<file path="config.mk">
export PLATFORM = sky130hd
export DESIGN_NAME = uart_token_rx
export DESIGN_NICKNAME = d
export VERILOG_FILES = /design/src/rtl/uart_token_pkg.sv /design/src/rtl/uart_token_sync.sv /design/src/rtl/uart_token_chain.sv /design/src/rtl/uart_token_frame.sv /design/src/rtl/uart_token_rx.sv
export SDC_FILE = /design/constraint.sdc
export NUM_CORES = 1
export LEC_CHECK = 0
export BUFFER_PORTS_ARGS = -buffer_cell sky130_fd_sc_hd__clkbuf_2
export CELL_PAD_IN_SITES_DETAIL_PLACEMENT = 0
export CELL_PAD_IN_SITES_GLOBAL_PLACEMENT = 1
export CORE_MARGIN = 2
export CORE_UTILIZATION = 53
export DETAILED_ROUTE_END_ITERATION = 12
export PLACE_DENSITY_LB_ADDON = 0.1
export SLEW_MARGIN = 25
export SYNTH_ARGS = -nofsm -noshare
export SYNTH_HDL_FRONTEND = slang
export SYNTH_SLANG_ARGS = --single-unit
</file>
<file path="constraint.sdc">
create_clock -name clk -period 3.2 [get_ports clk]
set_input_delay 0.48 -clock clk [delete_from_list [all_inputs] [get_ports clk]]
set_output_delay 0.48 -clock clk [all_outputs]
set_load 0.02 [all_outputs]
</file>
<file path="src/rtl/uart_token_pkg.sv">
package uart_token_pkg;
   localparam int DEF_DATA_BITS  = 8;
   localparam int DEF_OVERSAMPLE = 16;
   localparam int DEF_SYNC       = 2;

   function automatic int half_period(input int oversample);
      return oversample / 2;
   endfunction
endpackage

</file>
<file path="src/rtl/uart_token_sync.sv">
module uart_token_sync #(
   parameter int STAGES = 2
) (
   input  logic clk,
   input  logic rst_n,
   input  logic line_raw,
   output logic line_sync,
   output logic line_fall
);
   logic [STAGES-1:0] pipe;
   logic              prev;

   generate
      for (genvar gi = 0; gi < STAGES; gi++) begin : g_stage
         if (gi == 0) begin : g_head
            always_ff @(posedge clk or negedge rst_n)
               if (!rst_n) pipe[gi] <= 1'b1;
               else        pipe[gi] <= line_raw;
         end else begin : g_body
            always_ff @(posedge clk or negedge rst_n)
               if (!rst_n) pipe[gi] <= 1'b1;
               else        pipe[gi] <= pipe[gi-1];
         end
      end
   endgenerate

   always_ff @(posedge clk or negedge rst_n)
      if (!rst_n) prev <= 1'b1;
      else        prev <= pipe[STAGES-1];

   assign line_sync = pipe[STAGES-1];
   assign line_fall = prev & ~pipe[STAGES-1];
endmodule

</file>
<file path="src/rtl/uart_token_chain.sv">
module uart_token_chain #(
   parameter int STAGES = 8,
   parameter bit RECIRC = 1'b0
) (
   input  logic              clk,
   input  logic              rst_n,
   input  logic              step,
   input  logic              load,
   input  logic              kill,
   output logic              hit,
   output logic [STAGES-1:0] cells
);
   logic tail;
   logic feed;

   assign tail = cells[STAGES-1];
   assign hit  = step & tail;

   generate
      if (RECIRC) begin : g_ring
         assign feed = tail & ~kill;
      end else begin : g_line
         assign feed = 1'b0;
      end
   endgenerate

   always_ff @(posedge clk or negedge rst_n)
      if (!rst_n)     cells[0] <= 1'b0;
      else if (load)  cells[0] <= 1'b1;
      else if (step)  cells[0] <= feed;

   generate
      for (genvar gi = 1; gi < STAGES; gi++) begin : g_cell
         always_ff @(posedge clk or negedge rst_n)
            if (!rst_n)    cells[gi] <= 1'b0;
            else if (step) cells[gi] <= cells[gi-1];
      end
   endgenerate
endmodule

</file>
<file path="src/rtl/uart_token_frame.sv">
module uart_token_frame #(
   parameter int DW        = 8,
   parameter bit MSB_FIRST = 1'b0
) (
   input  logic          clk,
   input  logic          rst_n,
   input  logic          line_sync,
   input  logic          line_fall,
   input  logic          start_hit,
   input  logic          bit_hit,
   output logic          inject,
   output logic          ring_load,
   output logic          ring_kill,
   output logic          busy,
   output logic [DW:0]   slot,
   output logic [DW-1:0] byte_q,
   output logic          good_q,
   output logic          bad_q
);
   logic [DW-1:0] shreg;
   logic [DW-1:0] shifted;
   logic          at_stop;

   generate
      if (MSB_FIRST) begin : g_msb
         assign shifted = {shreg[DW-2:0], line_sync};
      end else begin : g_lsb
         assign shifted = {line_sync, shreg[DW-1:1]};
      end
   endgenerate

   assign at_stop   = slot[DW];
   assign inject    = line_fall & ~busy;
   assign ring_load = start_hit & ~line_sync;
   assign ring_kill = bit_hit & at_stop;

   always_ff @(posedge clk or negedge rst_n)
      if (!rst_n) begin
         busy   <= 1'b0;
         slot   <= '0;
         shreg  <= '0;
         byte_q <= '0;
         good_q <= 1'b0;
         bad_q  <= 1'b0;
      end else begin
         good_q <= 1'b0;
         bad_q  <= 1'b0;
         if (inject) busy <= 1'b1;
         if (start_hit) begin
            if (line_sync) busy <= 1'b0;
            else           slot <= {{DW{1'b0}}, 1'b1};
         end
         if (bit_hit) begin
            if (at_stop) begin
               busy <= 1'b0;
               slot <= '0;
               if (line_sync) begin
                  good_q <= 1'b1;
                  byte_q <= shreg;
               end else begin
                  bad_q <= 1'b1;
               end
            end else begin
               shreg <= shifted;
               slot  <= {slot[DW-1:0], 1'b0};
            end
         end
      end
endmodule

</file>
<file path="src/rtl/uart_token_rx.sv">
module uart_token_rx
   import uart_token_pkg::*;
#(
   parameter int DATA_BITS   = DEF_DATA_BITS,
   parameter int OVERSAMPLE  = DEF_OVERSAMPLE,
   parameter int SYNC_STAGES = DEF_SYNC,
   parameter bit MSB_FIRST   = 1'b0
) (
   input  logic                 clk,
   input  logic                 rst_n,
   input  logic                 ser_in,
   input  logic                 os_tick,
   output logic [DATA_BITS-1:0] rx_byte,
   output logic                 rx_strobe,
   output logic                 frame_err
);
   localparam int HALF = half_period(OVERSAMPLE);

   generate
      if (OVERSAMPLE < 4 || (OVERSAMPLE % 2) != 0) begin : g_bad_os
         $error("OVERSAMPLE must be even and at least 4");
      end
      if (DATA_BITS < 2) begin : g_bad_dw
         $error("DATA_BITS must be at least 2");
      end
      if (SYNC_STAGES < 2) begin : g_bad_sync
         $error("SYNC_STAGES must be at least 2");
      end
   endgenerate

   logic                  line_sync, line_fall;
   logic                  inject, start_hit, bit_hit;
   logic                  ring_load, ring_kill, busy;
   logic [HALF-1:0]       start_cells;
   logic [OVERSAMPLE-1:0] ring_cells;
   logic [DATA_BITS:0]    slot;

   uart_token_sync #(.STAGES(SYNC_STAGES)) u_sync (
      .clk(clk), .rst_n(rst_n), .line_raw(ser_in),
      .line_sync(line_sync), .line_fall(line_fall)
   );

   uart_token_chain #(.STAGES(HALF), .RECIRC(1'b0)) u_start (
      .clk(clk), .rst_n(rst_n), .step(os_tick), .load(inject),
      .kill(1'b0), .hit(start_hit), .cells(start_cells)
   );

   uart_token_chain #(.STAGES(OVERSAMPLE), .RECIRC(1'b1)) u_ring (
      .clk(clk), .rst_n(rst_n), .step(os_tick), .load(ring_load),
      .kill(ring_kill), .hit(bit_hit), .cells(ring_cells)
   );

   uart_token_frame #(.DW(DATA_BITS), .MSB_FIRST(MSB_FIRST)) u_frame (
      .clk(clk), .rst_n(rst_n), .line_sync(line_sync), .line_fall(line_fall),
      .start_hit(start_hit), .bit_hit(bit_hit), .inject(inject),
      .ring_load(ring_load), .ring_kill(ring_kill), .busy(busy), .slot(slot),
      .byte_q(rx_byte), .good_q(rx_strobe), .bad_q(frame_err)
   );
endmodule

</file>
* After elaboration in Yosys (flattened, before gate mapping) *
Index checks and enable logic that the tools add are counted.

cells by class
  bitwise logic cells = 11
  reductions and logical operators = 6
  equal/unequal tests = 1
  multiplexer cells = 19

operators with widths
  cell                                                              number
  9-bit 2-to-1 mux                                                  4
  1-bit 2-to-1 mux                                                  15
  1-bit bitwise AND                                                 7
  2-bit nonzero test                                                3
  1-bit NOT                                                         4
  2-bit AND reduction                                               2
  3-bit AND reduction                                               1
  2-bit by 1-bit != test with 1-bit output (second input constant)  1

word-level totals
  flip-flop bits (word level) = 55
  output and inout port bits = 10
  input bits = 4
  logic and storage cells = 70

* Longest topological paths before layout *
  depth in word-level cells = 8
  gate-level depth with buffers = 5
  mapped depth without buffers = 3

* Modules after synthesis *
A second synthesis with hierarchy kept.

second synthesis, totals
  cell total of the unflattened synthesis = 133
  area, all modules = 2192.1 sq um

by module, submodules not included
  module                       cells an instance  seq. area each (sq um)  times used  area an instance (sq um)
  uart_token_frame             70                 700.7                   1           1081.0
  uart_token_chain at u_ring   38                 400.4                   1           671.9
  uart_token_chain at u_start  20                 200.2                   1           342.8
  uart_token_sync              4                  78.8                    1           92.6
  uart_token_rx                1                  0.0                     1           3.8

* Worst setup path after synthesis *
OpenSTA, ideal clock, no wires.

  path kind = in2reg
  start point = input port os_tick
  end point = register u_frame.shreg[7]
  data required time = 3.073 ns
  library setup time = 0.127 ns
  arrival time = 1.294 ns
  cell stages on the path = 5
  setup slack = 1.778 ns
  path buffers = 2
  cell sequence = buf_6 > nand2_2 > nor2_4 > buf_6 > mux2_1

between the ends
  cells in the longest elaborated chain, start to end = 2

RTL lines
  what                           RTL line                source
  start: declaration             uart_token_rx.sv:12     input logic os_tick,
  1-bit bitwise AND              uart_token_chain.sv:17  assign hit = step & tail;
  2-bit AND reduction (no line)  n/a
  end signal: assignment         uart_token_frame.sv:64  shreg <= shifted;
  end: declaration               uart_token_frame.sv:20  logic [DW-1:0] shreg;

No other way between the ends.
A chain may end at the register's enable or synchronous reset.

* Worst setup path after layout *
  start point = input port os_tick
  end point = register u_frame.shreg[0]

Same word-level chain as after synthesis.

==> results.md <==
- Commonest non-fill, non-tap cell in the layout: dfrtp_1
- Placed Cells: 182
- Max Clock Skew: 9.07 ps
- Clk sink count: 55
- Post-CTS Repair Setup Buffers: 0
- Critical Path Start: os_tick
- Vias in the first global route: 1026
- Status: completed
- Io pins: 14
- Max Cap Viol: 0
- Reg clk slew, reported paths: 90 ps
- Grt total ovfl: 0
- Critical Path RT: 3390 ps
- Syn Inst Count: 123
- RePlAce Congestion: 0.676
- Routed Antenna Nets: 0
- Maximum vdd drop: 0.000291 V
- Via count: 1024
- Util after Layout: 60.6%
- Worst Setup Start Kind: input pin
- Min-delay worst type: in -> async
- Cell Pwr Density: 492 nW/um^2
- Register area share after synthesis: 68.2%
- Register-to-register path setup slack: 1780 ps
- Most frequent cells in the layout: dfrtp_1, mux2_2, clkbuf_2
- Initial antenna violation count: 0
- Tcrit/Tclk final: 48.8%
- Area growth syn-to-layout: 9.65%
- CTS Hold Bufs: 0
- RSZ-0062 raised after global routing: false
- First-pass GRT wire length: 4970 um
- Aggregate routed wire length: 2850 um
- Initial Util: 55.3%
- Skew-Pair Late Insertion Delay: 310 ps
- Row cnt: 22
- CTS tree: built
- IO buf count: 13
- Root buf cell: clkbuf_8
- Leak: 1.17 nW
- Share of post-route cells with drive strength above 1: 45.8%
- Avg Inst Size Synth: 16.4 sq um
- Yosys cell types: 20
- Initial DRC count: 108
- Least-Margin Pin Slew: 567 ps
- Worst EP arrival: 1750 ps
- Clock Path Buffers: 2
- Ant. Diodes: 0
- Synthesized area: 2020 sq um
- Cts repair resizes: 0
- Setup crit end kind: flop
- Final std cells w/o fill: 190
- Die Wd: 65.8 um
- Nets: 145
- Synth Net Count: 127
- First-pass detailed-route iteration total: 4
- Mean routed wirelength per cell: 15.0 um
- Setup TNS: 0 ps
- HPWL Detailed: 1910 um
- TritonCTS Buffers: 5
- Die ar.: 4330 sq um
- Max-slew headroom: 61.9%
- Aggregate global-route resource usage: 16.1%
- Final slew viol count: 0
- Setup CP Type: in -> reg
- Max FO, Critical Path: 28
- Tot Pwr: 1.09 mW
- H-tree levels: 2
- Final Setup Violations: 0
- Core area: 3660 sq um
- Tmin final: 1560 ps
- R2R Path Start: u_ring.tail
- Synth Register Bits: 55
- Final Hold Viols: 0
- DRC Markers: 0
- Ys Warns: 0
- Vias per inst: 5.39
- Die Y-Extent: 65.8 um
- Largest net degree at the start of global routing: 47
- Max Freq: 641 MHz
==> metal layers <==
metal  GRT usage (%)  part of all wire [%]  up-vias
met1            22.3                    48      523
li1                -                     -      471
met5               0                     0        -
met3            5.62                   4.7        6
met4            7.03                   2.4        0
met2            23.0                    45       24
==> path summary, 6_finish.rpt <==
check                                         to  cells after the start
worst min-delay path            u_start.cells[1]                      1
max in group asynchronous         u_sync.pipe[0]                      2
worst max register to register  u_frame.shreg[0]                      3
worst min register to register  u_sync.line_sync                      0
worst max-delay path            u_frame.shreg[0]                      5
min in group clk                  u_sync.pipe[0]                      1
==> synthesized netlist by cell type <==
cell type   n  area (sq um)
a211o_1     1          8.76
a21boi_0    1          7.51
a22o_1      9          78.8
buf_2       2          10.0
buf_6       2          22.5
dfrtp_1    52          1300
dfstp_2     3          78.8
inv_1       2          7.51
mux2_1      1          11.3
mux2_2     37           417
nand2_1     2          7.51
nand2_2     1          6.26
nand3_1     1          5.00
nand4_2     1          12.5
nor2_1      3          11.3
nor2_4      1          11.3
nor2b_1     1          6.26
o21a_1      1          7.51
o21ai_1     1          5.00
o21bai_1    1          7.51
==> cells by family after synthesis <==
group           synth area share, %
flops                          68.2
mux                            21.2
compound gates                 5.69
simple gates                   2.97
buf+inv                        1.98
==> layout make-up <==
type,instances,area (sq um)
clock buffer,6,72.6
inverter,2,7.51
clock inverter,2,12.5
sequential,55,1380
fill,284,1440
tap,48,60.1
multi-input combinational,62,603
timing repair buffer,15,82.6
==> critical path: stages <==
cell and delay, ps:
clkbuf_2 80, buf_4 310, nand2_2 120, nor2_4 360
mux2_2 390
==> state kept, by name (all words and copies together), names as in the netlist <==
name,cells
u_sync.pipe,1
u_frame.good_q,1
u_ring.tail,1
u_sync.line_sync,1
u_frame.slot,9
u_frame.bad_q,1
u_frame.byte_q,8
u_ring.cells,15
u_start.cells,7
u_frame.busy,1
u_frame.shreg,8
u_start.tail,1
u_sync.prev,1
==> report_power, final <==
part / internal [mW] / switching, mW / total, mW
sequential: 0.698 / 0.00190 / 0.700
clock: 0.153 / 0.211 / 0.364
combinational: 0.00768 / 0.0195 / 0.0272
==> through the flow <==
step,hold WS [ps],setup WS [ps],instance area (sq um)
4_1_cts,240,1650,2220
2_1_floorplan,184,1780,2020
5_1_grt,185,1560,2220
6_report,144,1640,2220
3_3_place_gp,347,1370,2130
3_5_place_dp,355,1310,2130
No activity file was read; power rests on OpenSTA's default activity.
